$ cat src/rtl/ep_short_lsu.sv
module ep_short_lsu #(
  parameter int ADDR_W = 32
) (
  input  logic              clk,
  input  logic              rst_n,
  input  logic              ins_valid,
  output logic              ins_ready,
  input  logic [15:0]       ins_word,
  input  logic [ADDR_W-1:0] ep_value,
  output logic [4:0]        src_reg,
  input  logic [31:0]       src_data,
  output logic              mem_req_valid,
  input  logic              mem_req_ready,
  output logic [ADDR_W-1:0] mem_addr,
  output logic              mem_write,
  output logic [1:0]        mem_size,
  output logic [3:0]        mem_be,
  output logic [31:0]       mem_wdata,
  input  logic              mem_rsp_valid,
  input  logic [31:0]       mem_rdata,
  output logic              wb_valid,
  output logic [4:0]        wb_reg,
  output logic [31:0]       wb_data
);

  typedef enum logic [1:0] {S_IDLE, S_REQ, S_WAIT} state_t;
  state_t st;

  logic              dec_ok, dec_st;
  logic [1:0]        dec_sz;
  logic [7:0]        dec_off;
  logic [ADDR_W-1:0] dec_addr;
  logic [3:0]        dec_be;
  logic [31:0]       dec_wd;

  logic              r_st;
  logic [1:0]        r_sz;
  logic [4:0]        r_reg;
  logic [ADDR_W-1:0] r_addr;
  logic [3:0]        r_be;
  logic [31:0]       r_wd;

  always_comb begin
    dec_ok  = 1'b1;
    dec_st  = 1'b0;
    dec_sz  = 2'd0;
    dec_off = {1'b0, ins_word[6:0]};
    unique case (ins_word[10:7])
      4'b0110: ;
      4'b0111: dec_st = 1'b1;
      4'b1000: begin dec_sz = 2'd1; dec_off = {ins_word[6:0], 1'b0}; end
      4'b1001: begin dec_sz = 2'd1; dec_off = {ins_word[6:0], 1'b0}; dec_st = 1'b1; end
      4'b1010: begin dec_sz = 2'd2; dec_off = {ins_word[6:1], 2'b00}; dec_st = ins_word[0]; end
      default: dec_ok = 1'b0;
    endcase
  end

  assign dec_addr = ep_value + {{(ADDR_W-8){1'b0}}, dec_off};
  assign src_reg  = ins_word[15:11];

  always_comb begin
    unique case (dec_sz)
      2'd0:    begin dec_be = 4'b0001 << dec_addr[1:0]; dec_wd = {4{src_data[7:0]}}; end
      2'd1:    begin dec_be = dec_addr[1] ? 4'b1100 : 4'b0011; dec_wd = {2{src_data[15:0]}}; end
      default: begin dec_be = 4'b1111; dec_wd = src_data; end
    endcase
  end

  logic done, take;
  assign done      = (st == S_REQ && mem_req_ready && r_st) || (st == S_WAIT && mem_rsp_valid);
  assign ins_ready = (st == S_IDLE) || done;
  assign take      = ins_valid && ins_ready && dec_ok;

  always_ff @(posedge clk) begin
    if (!rst_n)                            st <= S_IDLE;
    else if (ins_ready)                    st <= take ? S_REQ : S_IDLE;
    else if (st == S_REQ && mem_req_ready) st <= S_WAIT;
  end

  always_ff @(posedge clk) begin
    if (!rst_n) begin
      r_st   <= 1'b0;
      r_sz   <= 2'd0;
      r_reg  <= 5'd0;
      r_addr <= '0;
      r_be   <= 4'd0;
      r_wd   <= 32'd0;
    end else if (take) begin
      r_st   <= dec_st;
      r_sz   <= dec_sz;
      r_reg  <= ins_word[15:11];
      r_addr <= dec_addr;
      r_be   <= dec_be;
      r_wd   <= dec_wd;
    end
  end

  assign mem_req_valid = (st == S_REQ);
  assign mem_addr      = r_addr;
  assign mem_write     = r_st;
  assign mem_size      = r_sz;
  assign mem_be        = r_be;
  assign mem_wdata     = r_wd;

  logic [7:0]  lb;
  logic [15:0] lh;
  always_comb begin
    unique case (r_addr[1:0])
      2'd0: lb = mem_rdata[7:0];
      2'd1: lb = mem_rdata[15:8];
      2'd2: lb = mem_rdata[23:16];
      default: lb = mem_rdata[31:24];
    endcase
    lh = r_addr[1] ? mem_rdata[31:16] : mem_rdata[15:0];
  end

  assign wb_valid = (st == S_WAIT) && mem_rsp_valid;
  assign wb_reg   = r_reg;
  assign wb_data  = (r_sz == 2'd0) ? {{24{lb[7]}}, lb} :
                    (r_sz == 2'd1) ? {{16{lh[15]}}, lh} : mem_rdata;

endmodule

$ cat config.mk
export PLATFORM = sky130hd
export DESIGN_NAME = ep_short_lsu
export DESIGN_NICKNAME = d
export VERILOG_FILES = /design/src/rtl/ep_short_lsu.sv
export SDC_FILE = /design/constraint.sdc
export NUM_CORES = 1
export LEC_CHECK = 0
export BUFFER_PORTS_ARGS = -buffer_cell sky130_fd_sc_hd__buf_2
export CORE_MARGIN = 3
export CORE_UTILIZATION = 50
export CTS_CLUSTER_SIZE = 28
export DETAILED_ROUTE_END_ITERATION = 12
export PLACE_DENSITY = 0.87
export SLEW_MARGIN = 10
export SYNTH_ARGS = -nofsm -noshare
export SYNTH_HDL_FRONTEND = slang
export SYNTH_SLANG_ARGS = --single-unit
$ cat constraint.sdc
create_clock -name clk -period 9.29 [get_ports clk]
set_input_delay 0 -clock clk [delete_from_list [all_inputs] [get_ports clk]]
set_output_delay 0 -clock clk [all_outputs]
set_load 0.05 [all_outputs]
# After elaboration in Yosys (flattened, before gate mapping)
# Cells that the tools add are included.
dict set report classes {
  n_addsub 1
  n_eq_ne 11
  shifts 1
  muxes 14
  n_reduce_logical 15
}
# op count
set ops {}
lappend ops {{2-to-1 mux 32 bit} 2}
lappend ops {{case mux 32 bit (2 select lines)} 1}
lappend ops {{adder 32 x 8 -> 32 bit} 1}
lappend ops {{case mux 8 bit (3 select lines)} 1}
lappend ops {{2-to-1 mux 16 bit} 1}
lappend ops {{case mux 8 bit (2 select lines)} 1}
lappend ops {{== test 4 bit, second input constant} 3}
lappend ops {{== test 2 x 1 -> 1 bit, second input constant} 4}
lappend ops {{== test 4 x 3 -> 1 bit, second input constant} 2}
lappend ops {{logical NOT 2 bit} 4}
lappend ops {{case mux 4 bit (2 select lines)} 1}
lappend ops {{logical AND 1 bit} 5}
lappend ops {{OR reduction 5 bit} 1}
lappend ops {{== test 2 bit, second input constant} 2}
lappend ops {{2-to-1 mux 2 bit} 2}
lappend ops {{2-to-1 mux 4 bit} 1}
lappend ops {{case mux 2 bit (2 select lines)} 1}
lappend ops {{OR reduction 2 bit} 2}
lappend ops {{left shift 1 x 2 -> 4 bit, first input constant} 1}
lappend ops {{logical OR 1 bit} 2}
lappend ops {{2-to-1 mux 1 bit} 2}
lappend ops {{case mux 1 bit (2 select lines)} 1}
lappend ops {{nonzero test 2 bit} 1}
dict set report word_totals {
  ff_bits 78
  in_bits 117
  output_inout_bits 116
  word_cells 49
}

# Longest topological paths before layout
# Gate-level depths: netlist (run 1).
dict set report depth {
  word_depth 9
  ltp_mapped 13
}

# Worst setup path before layout (run 1)
# No wires, ideal clock.
dict set report synth_timing {
  kind {in2reg}
  start {input port ins_word[7]}
  end {register r_addr[29] (netlist: mem_addr[29])}
  setup_ns 0.074
  arrival_time_ns 2.994
  slack_ns 6.222
  path_stages 13
  n_path_buf 4
  path_cell_list {and4bb_2 buf_2 nor2_1 mux2_2 ha_1 buf_4 nand4_1 or3_1 buf_2 and2_4 buf_6 or4_1 a31oi_1}
}
dict set report synth_between {
  elab_chain_len 4
  elab_cells_between_ends 11
}
# element line_no
set synth_rtl {}
lappend synth_rtl {{start, declared} 8} ;# input logic [15:0] ins_word,
lappend synth_rtl {{== test 4 bit or == test 4 x 3 -> 1 bit (tied branches)} 48} ;# unique case (ins_word[10:7])
lappend synth_rtl {{OR reduction 2 bit (no line) or OR reduction 5 bit (tied branches)} n/a}
lappend synth_rtl {{case mux 8 bit (2 select lines) or 2-to-1 mux 1 bit (tied branches)} 48}
lappend synth_rtl {{adder 32 x 8 -> 32 bit or logical AND 1 bit (tied branches)} {58, 72}}
lappend synth_rtl {{end signal, assigned} 92} ;# r_addr <= dec_addr;
lappend synth_rtl {{end, declared} 39} ;# logic [ADDR_W-1:0] r_addr;
# Several ways; a longest one is shown, not always the timed one.
# A chain may end at the register's enable or synchronous reset.

# Worst setup path after layout (run 1)
dict set report layout_timing {
  start {input port ins_word[8]}
  end {register r_addr[28] (netlist: mem_addr[28])}
}
# Same word-level chain as after synthesis.

==> results.sh, run 1 <==
export IMPL_n_antenna_cell=0
export IMPL_grt_total_usage=0.3048
export IMPL_fillers=660
export IMPL_hold_depth=3
export IMPL_area_delta_synth_final_pct=39.37
export IMPL_dpl_hpwl_um=11580
export IMPL_routed_wl_um=16870
export IMPL_timing_final_max_slew_violations=0
export IMPL_hold_violations=0
export IMPL_cp_start_kind="input port"
export IMPL_antenna_found_initial=0
export IMPL_ios=233
export IMPL_antenna_left=0
export IMPL_p_leak_nw=2.941
export IMPL_clock_latency_ns=0.35
export IMPL_slew_headroom=0.2340
export IMPL_synth_nets=722
export IMPL_grt_overflow_total=0
export IMPL_synth_flop_cell="dfxtp_1"
export IMPL_met1Wirelength_um=6564
export IMPL_status="finished clean"
export IMPL_final_nets=972
export IMPL_place_gp_congestion=0.9215
export IMPL_netSwitchingFraction=0.4189
export IMPL_portBuffers=232
export IMPL_synth_seq_cells=78
export IMPL_wl_met2_um=8288
export IMPL_cts_setup_buffers=0
export IMPL_final_instance_count_excl_fill=959
export IMPL_syn_inst=596
export IMPL_ys_async_sr_fraction=0
export IMPL_min_period_over_period=0.3412
export IMPL_synth_area_um2=4618
export IMPL_initial_core_util=0.5219
export IMPL_intPower_mw=0.5644
export IMPL_synth_seq_area_share=0.3381
export IMPL_crit_required_ns=9.57
export IMPL_setup_tns_final_ns=0
export IMPL_synth_edf_count=0
export IMPL_power_mw=0.9713
export IMPL_dp_cells=890
export IMPL_clk_pin_slew_ns=0.10
export IMPL_die_area_um2=10430
export IMPL_met3WireLength_um=1525
export IMPL_cts_sinks=78
export IMPL_hp_class="in -> reg"
export IMPL_synth_cell_types=57
export IMPL_rsz0062_at_grt="false"
export IMPL_drc=0
export IMPL_timing_fmax_mhz=315.5
export IMPL_ys_warn_count=0
export IMPL_cts_htree_levels=3
export IMPL_drt_pre_antenna_iters=8
export IMPL_fp_dieW_um=102.1
export IMPL_period_minus_slack_ns=3.170
export IMPL_cts_inserted_buffers=9
export IMPL_cts_max_path_buffers=2
export IMPL_place_area_um2=5719
export IMPL_p_per_area_nw_per_um2=150.9
export IMPL_setup_viol=0
export IMPL_vias_per_cell=5.931
export IMPL_drtIter0Drc=291
export IMPL_cts_hold_buf=53
export IMPL_ctsResizeCount=0
export IMPL_worstSetupPathType="in -> reg"
export IMPL_fin_skew_ns=0.01976
export IMPL_die_h_um=102.1
export IMPL_fin_area_um2=6436
export IMPL_worstMarginPinSlew_ns=1.145
export IMPL_core_area_um2=8848
export IMPL_dr_total_vias=5688
export IMPL_pwr_share_seq=0.376
export IMPL_drt_wirelength_per_cell_um=17.59
export IMPL_post_synth_cell_area_avg_um2=7.749
export IMPL_rr_worst_depth=8
export IMPL_layout_drive_gt1_share=0.3278
export IMPL_rows=34
export IMPL_combPwrFrac=0.370
export IMPL_grt_pass1_wl_um=25670
export IMPL_ir_drop_mv=0.08261
export IMPL_power_switching_mw=0.4069
export IMPL_routed_top_layer="met4"
export IMPL_drv_cap=0
export IMPL_cp_arrival_ns=3.45
export IMPL_clkPwrFrac=0.254
export IMPL_cts_tree="built"
export IMPL_cp_end_kind="flop"
export IMPL_grt_pass1_vias=5457
export IMPL_critPathMaxFanout=20
export IMPL_grt_max_degree=61
export IMPL_cts_root_buf="clkbuf_8"
[power by group through the flow]
| stage | clock network (mW) | registers, mW | logic, mW |
|---|---|---|---|
| after floorplan | 0 | 0.434 | 0.181 |
| after global placement | 0 | 0.372 | 0.330 |
| after detailed placement | 0 | 0.373 | 0.337 |
| after CTS | 0.250 | 0.365 | 0.354 |
| after global routing | 0.264 | 0.367 | 0.379 |
| final | 0.247 | 0.365 | 0.359 |
[synth_stat cells (all sizes together), types with 7 or more instances]
library cell	instances	area, µm²
nand2	108	405.4
dfxtp	78	1562
a21oi	67	335.3
o21ai	41	205.2
clkbuf	34	127.6
nor2	32	120.1
a31oi	29	181.4
a21o	23	173.9
nand3	22	110.1
buf	17	115.1
a22oi	15	112.6
o31ai	10	75.07
or4	10	76.32
xnor2	9	78.83
ha	8	100.1
mux4	8	180.2
a211oi	7	52.55
nand4	7	43.79
xor2	7	61.31
[per-layer routing]
metal	global-route usage	up-vias
met5	0	-
met3	0.07031	54
li1	-	2665
met1	0.3563	2623
met2	0.5432	346
met4	0.1110	0
[worst paths after layout]
path / from / endpoint / slack (ns)
max reg2reg: st[0] / mem_wdata[23] / 6.52
min: ep_value[16] / mem_addr[16] / 0.01
min reg2reg: mem_addr[4] / mem_addr[4] / 0.46
max: ins_word[8] / mem_addr[28] / 6.12
[metrics by stage]
| stage | utilization | hold slack [ns] | worst slack [ns] |
|---|---|---|---|
| after floorplan | - | 0.1298 | 6.222 |
| after global placement | 0.6464 | 0.2481 | 5.950 |
| after detailed placement | 0.6464 | 0.2583 | 5.793 |
| after CTS | 0.7274 | 0.002233 | 6.174 |
| after global routing | 0.7274 | 0.02453 | 5.864 |
| final | 0.7274 | 0.01350 | 6.120 |
[final cells by class]
type | instances | area [µm²] | share of cell area
inverter | 6 | 22.52 | 0.003499
timing repair buffer | 290 | 1729 | 0.2687
multi-input combinational | 461 | 2801 | 0.4353
tap | 108 | 135.1 | 0.02100
sequential | 78 | 1562 | 0.2426
clock buffer | 9 | 123.9 | 0.01925
clock inverter | 7 | 62.56 | 0.009720
[logic make-up after synthesis]
family / Yosys count / share of synthesized area
buffers and inverters: 57 / 0.05743
and+or+nand+nor: 212 / 0.2132
xor gates and xnor gates: 16 / 0.03035
DFF: 78 / 0.3381
AOI/OAI and AO/OA: 208 / 0.2769
muxes: 16 / 0.05798
adders and majority gates: 9 / 0.02601
[cells in the final DEF (no fill, tap or decap), types with 10 or more instances in the layout]
cell and n:
a21oi_1 67, buf_2 232, dfxtp_1 78, o21ai_0 41, dlygate4sd3_1 53, a22oi_1 15, a21o_1 22, a31oi_1 29
nor2_1 31, nand2_1 108, nand3_1 22, o31ai_1 10
[worst max-delay path: stages]
cell and delay, ns:
buf_2 0.14, and4bb_2 0.37, nor2_1 0.54, mux2_2 0.41, ha_1 0.37, o211ai_1 0.15, o211ai_2 0.34, nand3_1 0.36
or4_1 0.59, a31oi_1 0.18
Note: power is estimated with default switching activity, not from simulation.
==> inputs of run 2 (changes only) <==
--- a/config.mk
+++ b/config.mk
@@ -7,10 +7,10 @@
 export LEC_CHECK = 0
 export BUFFER_PORTS_ARGS = -buffer_cell sky130_fd_sc_hd__buf_2
 export CORE_MARGIN = 3
-export CORE_UTILIZATION = 50
+export CORE_UTILIZATION = 42
 export CTS_CLUSTER_SIZE = 28
 export DETAILED_ROUTE_END_ITERATION = 12
-export PLACE_DENSITY = 0.87
+export PLACE_DENSITY = 0.78
 export SLEW_MARGIN = 10
 export SYNTH_ARGS = -nofsm -noshare
 export SYNTH_HDL_FRONTEND = slang
==> constraint.sdc (replaced) <==
create_clock -name clk -period 2.7 [get_ports clk]
set_input_delay 0 -clock clk [delete_from_list [all_inputs] [get_ports clk]]
set_output_delay 0 -clock clk [all_outputs]
set_load 0.05 [all_outputs]
==> results.sh, run 2 (synthesis results as in run 1) <==
export IMPL_initial_core_util=0.4395
export IMPL_drv_cap=0
export IMPL_timing_final_max_slew_violations=0
export IMPL_worstSetupPathDepth=12
export IMPL_utilization=0.6484
export IMPL_cts_max_path_buffers=2
export IMPL_die_area_um2=12290
export IMPL_startpoint="ins_word[7]"
export IMPL_grt_max_degree=59
export IMPL_worstMarginPinSlew_ns=1.137
export IMPL_crit_reg2reg_launch="st[0]"
export IMPL_rows=37
export IMPL_place_area_um2=6042
export IMPL_drt_pre_antenna_iters=5
export IMPL_cts_htree_levels=3
export IMPL_drtIter0Drc=456
export IMPL_r2r_slack_ns=0.38
export IMPL_final_common_cell="buf_2"
export IMPL_area_delta_synth_final_pct=47.55
export IMPL_crit_path_top_delay_cell="or4_1"
export IMPL_ios=233
export IMPL_cp_arrival_ns=2.76
export IMPL_clk_pin_slew_ns=0.09
export IMPL_crit_top_cell="buf_4"
export IMPL_crit_path_end="mem_addr[30]"
export IMPL_final_cell_mix="232 x buf_2, 108 x nand2_1, 78 x dfxtp_1"
export IMPL_hp_class="in -> reg"
export IMPL_dpl_hpwl_um=12230
export IMPL_timing_fmax_mhz=403.3
export IMPL_power_mw=3.519
export IMPL_grt_overflow_total=0
export IMPL_n_antenna_cell=0
export IMPL_crit_required_ns=2.98
export IMPL_max_stage_delay_ns=0.52
export IMPL_crit_buf_inv=3
export IMPL_cts_inserted_buffers=9
export IMPL_setup_viol=0
export IMPL_rr_worst_depth=7
export IMPL_grt_pass1_vias=5557
export IMPL_cts_sinks=78
export IMPL_period_minus_slack_ns=2.480
export IMPL_worstSetupPathType="in -> reg"
export IMPL_ir_drop_mv=0.3393
export IMPL_drt_wirelength_per_cell_um=16.94
export IMPL_slew_headroom=0.2393
export IMPL_dr_total_vias=5713
export IMPL_routed_wl_um=17230
export IMPL_p_per_area_nw_per_um2=516.4
export IMPL_antenna_left=0
export IMPL_die_h_um=110.9
export IMPL_vias_per_cell=5.618
export IMPL_cpLargestDelayFamily="simple AND/OR/NAND/NOR gates"
export IMPL_core_area_um2=10510
export IMPL_setup_slack_ns=0.2203
export IMPL_crit_chain="buf_2 -> and4bb_2 -> nor2_4 -> mux2_2 -> ha_4 -> buf_4 -> o211ai_1 -> o211ai_2 -> nand3_1 -> buf_4 -> or4_1 -> a31oi_1"
export IMPL_critPathMaxFanout=9
export IMPL_post_place_ws_ns=-0.06721
export IMPL_cp_start_kind="input port"
export IMPL_fin_skew_ns=0.01592
export IMPL_hold_depth=3
export IMPL_cts_root_buf="clkbuf_8"
export IMPL_rsz0062_at_grt="false"
export IMPL_portBuffers=232
export IMPL_place_gp_congestion=0.8967
export IMPL_fp_dieW_um=110.9
export IMPL_status="finished clean"
export IMPL_setup_tns_final_ns=0
export IMPL_hold_violations=0
export IMPL_final_nets=1002
export IMPL_min_period_over_period=0.9184
export IMPL_grt_total_usage=0.2642
export IMPL_timing_rr_end="mem_wdata[14]"
export IMPL_p_leak_nw=3.115
export IMPL_grt_pass1_wl_um=27260
export IMPL_fillers=907
export IMPL_layout_drive_gt1_share=0.3564
export IMPL_fin_area_um2=6814
export IMPL_drc=0
export IMPL_cp_end_kind="flop"
export IMPL_cts_tree="built"
export IMPL_clock_latency_ns=0.35
export IMPL_antenna_found_initial=0
[run 2: cell types whose count changed in the layout (fill, tap and decap cells not counted), sizes merged]
| cell | delta |
|---|---|
| bufinv | +1 |
| clkinv | +2 |
| inv | -2 |
| dlygate4sd3 | +2 |
| clkinvlp | -3 |
| clkbuf | +2 |
| buf | +28 |
[run 2: worst min-delay path by stage]
stage / start / endpoint / slack (ns)
after CTS: ep_value[20] / mem_addr[20] / 0.003
final: ep_value[20] / mem_addr[20] / 0.01
after global placement: src_data[16] / mem_wdata[16] / 0.24
after global routing: src_data[31] / mem_wdata[31] / 0.03
after detailed placement: src_data[20] / mem_wdata[20] / 0.26
after floorplan: src_data[2] / mem_wdata[10] / 0.13
[run 2: metrics by stage]
step / cells / hold WS, ns
after CTS: 1017 / 0.002816
after global placement: 946 / 0.2439
after detailed placement: 946 / 0.2564
final: 1017 / 0.01421
after floorplan: 596 / 0.1298
after global routing: 1017 / 0.02865
[run 2: routing by layer]
layer / GRT usage / share of wire / up-vias
met2: 0.4490 / 0.48 / 305
li1: - / - / 2725
met5: 0 / 0 / -
met4: 0.09360 / 0.027 / 0
met3: 0.04858 / 0.078 / 44
met1: 0.3347 / 0.41 / 2639
[run 2: where the power goes]
group	leakage, nW	internal [mW]	switching, mW	total, mW
clock network	0.111	0.488	0.479	0.967
registers	0.636	1.21	0.0377	1.25
logic	2.37	0.423	0.877	1.30
[run 2: final cells by class]
type                    instances  area (µm²)  area share
repair buffers                320        1959      0.2876
inverters                       6       22.52    0.003305
clock buffers                  11       151.4     0.02222
well taps                     136       170.2     0.02497
multi-input cells             461        2884      0.4232
flip-flops and latches         78        1562      0.2292
clock inverters                 5       65.06    0.009548
[run 2: what timing repair did]
item,CTS,global route
hold endpoints to repair,49,0
setup endpoints to repair,0,7
hold buffers,55,0
resized for setup,0,1
setup buffers,0,0
[run 2: tightest hold or removal path: cells and delay by family]
kind / cells / cell delay (ns)
AO/OA/AOI/OAI: 1 / 0.14
XOR/XNOR: 1 / 0.07
buffers and inverters: 1 / 0.12
